File: src/rtl/lp_idle_pkg.sv
`timescale 1ns/1ps
package lp_idle_pkg;
   typedef enum logic [1:0] {
      ST_NORMAL = 2'd0,
      ST_ENTER  = 2'd1,
      ST_IDLE   = 2'd2
   } idle_state_t;

   localparam logic ADDR_MODE = 1'b0;
   localparam logic ADDR_CTRL = 1'b1;

   localparam int CTRL_STOP  = 0;
   localparam int CTRL_MNMI  = 1;
   localparam int CTRL_MWDT  = 2;
   localparam int CTRL_MMASK = 3;
endpackage

File: src/rtl/lp_idle_sync.sv
`timescale 1ns/1ps
module lp_idle_sync #(
   parameter int W      = 1,
   parameter int STAGES = 2
) (
   input  logic         clk,
   input  logic         rst_n,
   input  logic [W-1:0] d,
   output logic [W-1:0] q
);
   generate
      if (STAGES < 2) begin : g_bad
         $error("lp_idle_sync: STAGES must be at least 2");
      end
   endgenerate

   logic [STAGES-1:0][W-1:0] stg;

   always_ff @(posedge clk or negedge rst_n) begin
      if (!rst_n) stg <= '0;
      else        stg <= {stg[STAGES-2:0], d};
   end

   assign q = stg[STAGES-1];
endmodule

File: src/rtl/lp_idle_regs.sv
`timescale 1ns/1ps
module lp_idle_regs
   import lp_idle_pkg::*;
#(
   parameter int DATA_W = 4
) (
   input  logic              clk,
   input  logic              rst_n,
   input  logic              we,
   input  logic              addr,
   input  logic [DATA_W-1:0] wdata,
   input  logic              is_normal,
   input  logic              clr_stop,
   output logic              entry_go,
   output logic              m_nmi,
   output logic              m_wdt,
   output logic              m_mask,
   output logic [DATA_W-1:0] rdata
);
   logic [1:0] mode_q;
   logic       stop_q;

   assign entry_go = we && (addr == ADDR_CTRL) && wdata[CTRL_STOP]
                     && (mode_q == 2'b00) && is_normal;

   always_ff @(posedge clk or negedge rst_n) begin
      if (!rst_n) begin
         mode_q <= 2'b00;
         stop_q <= 1'b0;
         m_nmi  <= 1'b0;
         m_wdt  <= 1'b0;
         m_mask <= 1'b0;
      end else begin
         if (we && addr == ADDR_MODE) mode_q <= wdata[1:0];
         if (we && addr == ADDR_CTRL) begin
            m_nmi  <= wdata[CTRL_MNMI];
            m_wdt  <= wdata[CTRL_MWDT];
            m_mask <= wdata[CTRL_MMASK];
         end
         if (clr_stop)      stop_q <= 1'b0;
         else if (entry_go) stop_q <= 1'b1;
      end
   end

   always_comb begin
      rdata = '0;
      if (addr == ADDR_MODE) rdata[1:0] = mode_q;
      else                   rdata[3:0] = {m_mask, m_wdt, m_nmi, stop_q};
   end

   // an accepted entry write sets the stop bit
   assert_stop_set_R2: assert property (@(posedge clk) disable iff (!rst_n)
      entry_go |=> stop_q);
   // leaving idle clears the stop bit
   assert_stop_clear_R7: assert property (@(posedge clk) disable iff (!rst_n)
      clr_stop |=> !stop_q);
endmodule

File: src/rtl/lp_idle_wake.sv
`timescale 1ns/1ps
module lp_idle_wake #(
   parameter int N_EXT    = 8,
   parameter int N_PERIPH = 4,
   parameter int PRIO_W   = 3
) (
   input  logic                nmi_s,
   input  logic                wdt_irq,
   input  logic [N_EXT-1:0]    ext_s,
   input  logic [N_EXT-1:0]    ext_en,
   input  logic [N_PERIPH-1:0] periph_irq,
   input  logic                m_nmi,
   input  logic                m_wdt,
   input  logic                m_mask,
   input  logic                in_service,
   input  logic [PRIO_W-1:0]   svc_level,
   input  logic [PRIO_W-1:0]   req_level,
   output logic                wake,
   output logic                ack_dec
);
   logic nonmask_wake, mask_wake, outranks;

   assign nonmask_wake = (nmi_s & ~m_nmi) | (wdt_irq & ~m_wdt);
   assign mask_wake    = ~m_mask & ((|(ext_s & ext_en)) | (|periph_irq));
   assign outranks     = ~in_service | (req_level > svc_level);
   assign wake         = nonmask_wake | mask_wake;
   assign ack_dec      = nonmask_wake | (mask_wake & outranks);
endmodule

File: src/rtl/lp_idle_fsm.sv
`timescale 1ns/1ps
module lp_idle_fsm
   import lp_idle_pkg::*;
#(
   parameter int ENTRY_DELAY = 5
) (
   input  logic        clk,
   input  logic        rst_n,
   input  logic        entry_go,
   input  logic        wake,
   input  logic        ack_dec,
   output idle_state_t st,
   output logic        clr_stop,
   output logic        ack_q,
   output logic        hold_q
);
   localparam int CNT_W = (ENTRY_DELAY > 1) ? $clog2(ENTRY_DELAY) : 1;
   localparam logic [CNT_W-1:0] LAST = CNT_W'(ENTRY_DELAY - 1);

   logic [CNT_W-1:0] cnt;

   assign clr_stop = (st == ST_IDLE) && wake;

   always_ff @(posedge clk or negedge rst_n) begin
      if (!rst_n) begin
         st     <= ST_NORMAL;
         cnt    <= '0;
         ack_q  <= 1'b0;
         hold_q <= 1'b0;
      end else begin
         ack_q  <= 1'b0;
         hold_q <= 1'b0;
         unique case (st)
            ST_NORMAL: if (entry_go) begin
               st  <= ST_ENTER;
               cnt <= '0;
            end
            ST_ENTER: begin
               if (cnt == LAST) st <= ST_IDLE;
               else             cnt <= cnt + 1'b1;
            end
            ST_IDLE: if (wake) begin
               st     <= ST_NORMAL;
               ack_q  <= ack_dec;
               hold_q <= ~ack_dec;
            end
            default: st <= ST_NORMAL;
         endcase
      end
   end

   // an accepted write moves normal to entering
   assert_enter_R3: assert property (@(posedge clk) disable iff (!rst_n)
      (st == ST_NORMAL && entry_go) |=> st == ST_ENTER);
   // without an unblocked wake the device stays idle
   assert_stay_idle_R6: assert property (@(posedge clk) disable iff (!rst_n)
      (st == ST_IDLE && !wake) |=> st == ST_IDLE);
   // at most one decision pulse
   assert_one_pulse_R8: assert property (@(posedge clk) disable iff (!rst_n)
      $onehot0({ack_q, hold_q}));
   // a decision pulse comes only with the idle-to-normal step
   assert_pulse_on_exit_R7: assert property (@(posedge clk) disable iff (!rst_n)
      (st == ST_IDLE && wake) |=> (st == ST_NORMAL && (ack_q || hold_q)));
endmodule

File: src/rtl/lp_idle_ctrl.sv
`timescale 1ns/1ps
module lp_idle_ctrl
   import lp_idle_pkg::*;
#(
   parameter int N_EXT       = 8,
   parameter int N_PERIPH    = 4,
   parameter int PRIO_W      = 3,
   parameter int ENTRY_DELAY = 5,
   parameter int SYNC_STAGES = 2,
   parameter int DATA_W      = 4
) (
   input  logic                clk,
   input  logic                rst_n,
   input  logic                reg_we,
   input  logic                reg_addr,
   input  logic [DATA_W-1:0]   reg_wdata,
   output logic [DATA_W-1:0]   reg_rdata,
   input  logic                nmi_pin,
   input  logic                wdt_irq,
   input  logic [N_EXT-1:0]    ext_irq,
   input  logic [N_EXT-1:0]    ext_irq_en,
   input  logic [N_PERIPH-1:0] periph_irq,
   input  logic                in_service,
   input  logic [PRIO_W-1:0]   svc_level,
   input  logic [PRIO_W-1:0]   req_level,
   output logic                cpu_clk_en,
   output logic                periph_clk_en,
   output logic                osc_en,
   output logic                pll_en,
   output logic                flash_en,
   output logic [1:0]          idle_state,
   output logic                wake_ack,
   output logic                wake_hold
);
   generate
      if (N_EXT < 1 || N_PERIPH < 1 || PRIO_W < 1) begin : g_bad_w
         $error("lp_idle_ctrl: source counts and PRIO_W must be positive");
      end
      if (ENTRY_DELAY < 1) begin : g_bad_d
         $error("lp_idle_ctrl: ENTRY_DELAY must be at least 1");
      end
      if (DATA_W < 4) begin : g_bad_dw
         $error("lp_idle_ctrl: DATA_W must be at least 4");
      end
   endgenerate

   localparam int SYNC_W = N_EXT + 1;

   idle_state_t st;
   logic        entry_go, clr_stop, wake, ack_dec;
   logic        m_nmi, m_wdt, m_mask;
   logic [SYNC_W-1:0] sync_q;

   lp_idle_sync #(.W(SYNC_W), .STAGES(SYNC_STAGES)) u_sync (
      .clk(clk), .rst_n(rst_n), .d({nmi_pin, ext_irq}), .q(sync_q));

   lp_idle_regs #(.DATA_W(DATA_W)) u_regs (
      .clk(clk), .rst_n(rst_n), .we(reg_we), .addr(reg_addr),
      .wdata(reg_wdata), .is_normal(st == ST_NORMAL), .clr_stop(clr_stop),
      .entry_go(entry_go), .m_nmi(m_nmi), .m_wdt(m_wdt), .m_mask(m_mask),
      .rdata(reg_rdata));

   lp_idle_wake #(.N_EXT(N_EXT), .N_PERIPH(N_PERIPH), .PRIO_W(PRIO_W)) u_wake (
      .nmi_s(sync_q[SYNC_W-1]), .wdt_irq(wdt_irq), .ext_s(sync_q[N_EXT-1:0]),
      .ext_en(ext_irq_en), .periph_irq(periph_irq), .m_nmi(m_nmi),
      .m_wdt(m_wdt), .m_mask(m_mask), .in_service(in_service),
      .svc_level(svc_level), .req_level(req_level), .wake(wake),
      .ack_dec(ack_dec));

   lp_idle_fsm #(.ENTRY_DELAY(ENTRY_DELAY)) u_fsm (
      .clk(clk), .rst_n(rst_n), .entry_go(entry_go), .wake(wake),
      .ack_dec(ack_dec), .st(st), .clr_stop(clr_stop), .ack_q(wake_ack),
      .hold_q(wake_hold));

   assign idle_state    = st;
   assign cpu_clk_en    = (st != ST_IDLE);
   assign periph_clk_en = (st != ST_IDLE);
   assign osc_en        = 1'b1;
   assign pll_en        = 1'b1;
   assign flash_en      = 1'b1;

   // gated domains restart on the step after a wake
   assert_clk_back_R4: assert property (@(posedge clk) disable iff (!rst_n)
      (st == ST_IDLE && wake) |=> (cpu_clk_en && periph_clk_en));
endmodule

File: config.mk
export PLATFORM = sky130hd
export DESIGN_NAME = lp_idle_ctrl
export DESIGN_NICKNAME = d
export VERILOG_FILES = /design/src/rtl/lp_idle_pkg.sv /design/src/rtl/lp_idle_sync.sv /design/src/rtl/lp_idle_regs.sv /design/src/rtl/lp_idle_wake.sv /design/src/rtl/lp_idle_fsm.sv /design/src/rtl/lp_idle_ctrl.sv
export SDC_FILE = /design/constraint.sdc
export NUM_CORES = 1
export LEC_CHECK = 0
export ABC_AREA = 1
export CAP_MARGIN = 20
export CELL_PAD_IN_SITES_DETAIL_PLACEMENT = 2
export CELL_PAD_IN_SITES_GLOBAL_PLACEMENT = 2
export CORE_UTILIZATION = 26
export CTS_CLUSTER_SIZE = 16
export DETAILED_ROUTE_END_ITERATION = 7
export MAX_ROUTING_LAYER = met4
export PLACE_DENSITY_LB_ADDON = 0.1
export SLEW_MARGIN = 20
export SYNTH_ARGS = -nofsm -noshare
export SYNTH_HDL_FRONTEND = slang
export SYNTH_SLANG_ARGS = --single-unit
File: constraint.sdc
create_clock -name clk -period 2.85 [get_ports clk]
set_input_delay 0.4275 -clock clk [delete_from_list [all_inputs] [get_ports clk]]
set_output_delay 0.4275 -clock clk [all_outputs]
set_load 0.01 [all_outputs]
# Word level (Yosys, flattened, before mapping)
# Index checks and enable logic that the tools add are counted.
# op_classes
addsub,1
magnitude_cmp,1
eq_ne,8
n_mux,15
bitwise,16
n_reduce_logical,14
# op_table
cell,n
$mux 2,5
$and 8x8->8,1
$reduce_or 8->1,1
$logic_and 1x1->1,6
$mux 1,6
$mux 3,2
$ne 2x2->1 const B,3
$not 1->1,6
$pmux 2 s3,1
$pmux 3 s2,1
$reduce_and 3->1,2
$or 1x1->1,5
$and 1x1->1,4
$logic_not 2->1,2
$ne 2x1->1 const B,2
$reduce_bool 2->1,2
$reduce_or 4->1,1
$add 3x1->3 const B,1
$eq 3x3->1 const B,1
$gt 3x3->1,1
$eq 2x1->1 const B,1
$eq 2x2->1 const B,1
# totals
register_bits,31
inputBits,37
out_inout_bits,13
elab_cells,66

# Logic depth before layout (Yosys ltp)
# logic_depth
ltp_word,9
depth_mapped,9

# Modules after synthesis
# A second synthesis with hierarchy kept.
# unflattened
hier_cells,156
hier_area_um2,1407.6
# modules_own_cells
mod,instances,cells_each,area_each_um2,seq_area_each_um2
lp_idle_sync,1,27,518.0,450.4
lp_idle_fsm,1,42,347.8,175.2
lp_idle_regs,1,39,289.0,150.1
lp_idle_wake,1,40,207.7,0.0
lp_idle_ctrl,1,8,45.0,0.0

# Worst setup path after synthesis
# OpenSTA, ideal clock, no wires.
# synth_path
kind,input to register
from,input svc_level[2]
to,register u_fsm.ack_q
arrival_time_ps,1249
setup_slack_ps,1481
path_stages,7
n_path_buf,0
path_cell_list,inv_1 -> ha_1 -> a21oi_1 -> o21ai_0 -> nand2_1 -> nand3_1 -> and3_1
# synth_via
elab_chain_len,6
# synth_lines
element,line,text
from (decl),lp_idle_ctrl.sv:24,"input logic [PRIO_W-1:0] svc_level,"
$gt 3x3->1,lp_idle_wake.sv:25,assign outranks = ~in_service | (req_level > svc_level);
$or 1x1->1,lp_idle_wake.sv:25,
$and 1x1->1,lp_idle_wake.sv:27,assign ack_dec = nonmask_wake | (mask_wake & outranks);
$or 1x1->1,lp_idle_wake.sv:27,
$mux 1,lp_idle_fsm.sv:42,ST_IDLE: if (wake) begin
$mux 1,lp_idle_fsm.sv:33,unique case (st)
to (signal assigned),lp_idle_fsm.sv:44,ack_q <= ack_dec;
to (decl),lp_idle_fsm.sv:14,"output logic ack_q,"
# Every way passes these cells.
# A chain may end at the register's enable or synchronous reset.

# Worst setup path in the final report
# layout_path
from,input reg_addr
to,output reg_rdata[1]
# layout_via
elab_chain_len,1
# layout_lines
element,line,text
from (decl),lp_idle_ctrl.sv:15,"input logic reg_addr,"
$mux 2,lp_idle_regs.sv:47,if (addr == ADDR_MODE) rdata[1:0] = mode_q;
to (decl),lp_idle_ctrl.sv:17,"output logic [DATA_W-1:0] reg_rdata,"
# Every way passes these cells.

==> metrics.md <==
| Metric | Value |
|---|---|
| Yosys reg bits | `31` |
| Post-synthesis xor/xnor area fraction | `0` |
| Total GRT Usage | `0.143` |
| Seq/Total Area, Yosys | `0.610` |
| CP arrival | `1770 ps` |
| Origin of the critical flop-to-flop path | `u_fsm.cnt[0]` |
| Placed Area | `between 1500 and 2000 um2` |
| Average vias per placed instance | `4.12` |
| Max Slew Vio Count | `0` |
| CTS tree | `built` |
| Number of global-route vias before repair | `1181` |
| Row cnt | `25` |
| DP Wirelength | `2510 um` |
| Peak VDD IR | `351 uV` |
| CP Launch Type | `input port` |
| Most frequent cells in the layout | `46 x clkdlybuf4s50_1, 38 x nand2_1, 31 x dfrtp_1, 21 x inv_1, 8 x nor2_1` |
| # fillers | `about 510` |
| Starting DRT DRC Count | `14` |
| Initial antenna violation count | `0` |
| Total die area | `5170 um2` |
| Register area | `around 780 um2` |
| Share of cells above drive strength 1 | `0.0865` |
| CTS clk-pin slew, worst paths | `60 ps` |
| # H-tree levels | `2` |
| First-pass GRT wire length | `approximately 5200 um` |
| Maximum buffer depth of the clock tree | `2` |
| Crit path from | `reg_addr` |
| Tcrit/Tclk final | `0.770` |
| Ports | `50` |
| Worst-path fanout max | `8` |
| DP Cell Count | `244` |
| Area delta synth->final | `50.9%` |
| Initial core utilization | `0.269` |
| Worst clock skew | `3.11 ps` |
| Die X | `between 70 and 80 um` |
| Input/output buffers | `46` |
| Post-synthesis cell type count | `18` |
| Placer Congestion | `0.782` |
| Top cell by count, worst path | `clkdlybuf4s50_1` |
| Simple-Gate Fraction of Synth Area | `0.191` |
| Synth warnings | `0` |
| Routed WL per cell | `12.4 um` |
| DP Worst Slack | `644 ps` |
| Via count | `1039` |
| Clock sink count | `31` |
| Grt ovf | `0` |
| CP Capture Type | `primary output` |
| Die Span Y | `71.9 um` |
| Crit path cell chain | `clkdlybuf4s50_1 -> nand2_1 -> o21ai_0 -> clkdlybuf4s50_1` |
| Cell Pwr Density | `691 nW/um2` |
| Syn Std Cell Area | `1270 um2` |
| Post_cts resized | `0` |
| Hold_sp | `u_sync.stg[8]` |
| Multi-input gate area | `390 um2` |
| CTS Buf Count | `5` |
| Worst endpoint required time | `2420 ps` |
| CTS root buffer | `clkbuf_8` |
| MaxCap Viol Count | `0` |
| Setup tns final | `0 ps` |
| Drt pass-1 iters | `2` |
| Non-Filler Instances | `252` |
| Post-layout min period | `2190 ps` |
| Leakage power | `0.928 nW` |
| Mean Syn Cell Area | `between 9 and 10 um2` |
| Slowest CP cell | `clkdlybuf4s50_1` |
| Final hold violation count | `0` |
| CORE AREA | `4720 um2` |
| Compound-Gate Fraction of Synth Area | `0.0581` |
| # DRC | `0` |
| Cells after Synth | `approximately 130` |
| Final setup fails | `0` |
| CTS hold repair buffers | `0` |
| Hold Crit Class | `reg -> reg` |
| Final ANT Viol Nets | `0` |
| Total Wirelength | `3130 um` |
| Largest net degree at the start of global routing | `32` |
| Crit Path Category | `in -> out` |
| Status | `finished, final reports clean` |
| Largest family of logic cells by synthesized area | `simple AND/OR/NAND/NOR gates` |
| RSZ-0062 raised after global routing | `false` |
| Setup bufs post-CTS | `0` |
| Multiplexer share of the synthesized area | `0` |
| Max Freq | `456 MHz` |
| # diodes | `0` |
| Clk_lat worst skew | `280 ps` |
| Commonest non-fill, non-tap cell in the layout | `clkdlybuf4s50_1` |
| Design area | `1920 um2` |
| Setup WS post-layout | `655 ps` |
| Adder-cell share of the synthesized area | `0.0492` |
| Layout net count | `about 230` |
| Slowest cell delay on critical path | `between 600 and 700 ps` |
==> Yosys cell counts <==
cell	instances	area (um2)
dfrtp_1	31	776
nor3_2	1	10.0
conb_1	1	3.75
o21ai_2	2	17.5
o21ai_0	7	35.0
and3_1	1	6.26
o22ai_1	1	6.26
nand2_2	2	12.5
buf_4	4	30.0
a21oi_1	3	15.0
ha_1	5	62.6
inv_1	21	78.8
clkinv_1	1	3.75
nand2_4	1	11.3
nand3_2	1	10.0
nor2_1	8	30.0
nand2_1	38	143
nand3_1	4	20.0
==> kinds of logic after synthesis <==
family | after synthesis
DFF | 31
and+or+nand+nor | 56
AOI/OAI and AO/OA | 13
adders and majority gates | 5
buffers and inverters | 26
other | 1
==> critical path, delay by kind of cell <==
family / cells / cell delay [ps]
simple gates: 1 / 90
compound gates: 1 / 70
buf+inv: 2 / 1170
==> through the flow <==
stage	utilization	hold slack, ps	total power, mW
floorplan	-	132	0.725
global placement	0.381	332	0.879
detailed placement	0.381	336	0.900
CTS	0.406	351	1.36
global route	0.406	358	1.41
finish	0.406	348	1.33
==> layer usage <==
metal  up-vias  global-route usage  share of wire
li1        498                   -              -
met1       501               0.144           0.38
met2        32               0.252           0.54
met3         8              0.0431          0.051
met4         0              0.0719          0.026
met5         -                   -              0
==> power breakdown <==
part	internal, mW	switching, mW
clock	0.283	0.161
sequential	0.504	0.0360
combinational	0.170	0.171
==> flip-flops by register name (all words and copies together), names as in the netlist <==
signal	cells
u_regs.m_wdt	1
u_sync.q	9
u_regs.m_mask	1
u_sync.stg	9
u_regs.stop_q	1
u_regs.m_nmi	1
u_fsm.hold_q	1
u_fsm.st	2
u_fsm.cnt	3
u_regs.mode_q	2
u_fsm.ack_q	1
==> area by class of cell <==
cell class | instances | share of cell area
well taps | 67 | 0.0437
clock buffers | 6 | 0.0431
repair buffers | 47 | 0.244
clock inverters | 2 | 0.0183
flip-flops and latches | 31 | 0.404
multi-input cells | 77 | 0.204
inverters | 22 | 0.0431
==> worst paths after layout <==
path	slack, ps	endpoint	cells after the start
worst max-delay path	660	reg_rdata[1]	4
min in group asynchronous	540	u_regs.m_mask	2
worst max register to register	1530	u_fsm.cnt[2]	8
worst min register to register	350	u_sync.q[8]	0
max in group asynchronous	2010	u_fsm.st[0]	2
worst min-delay path	350	u_sync.q[8]	0
Power figures use the tool's default switching activity.
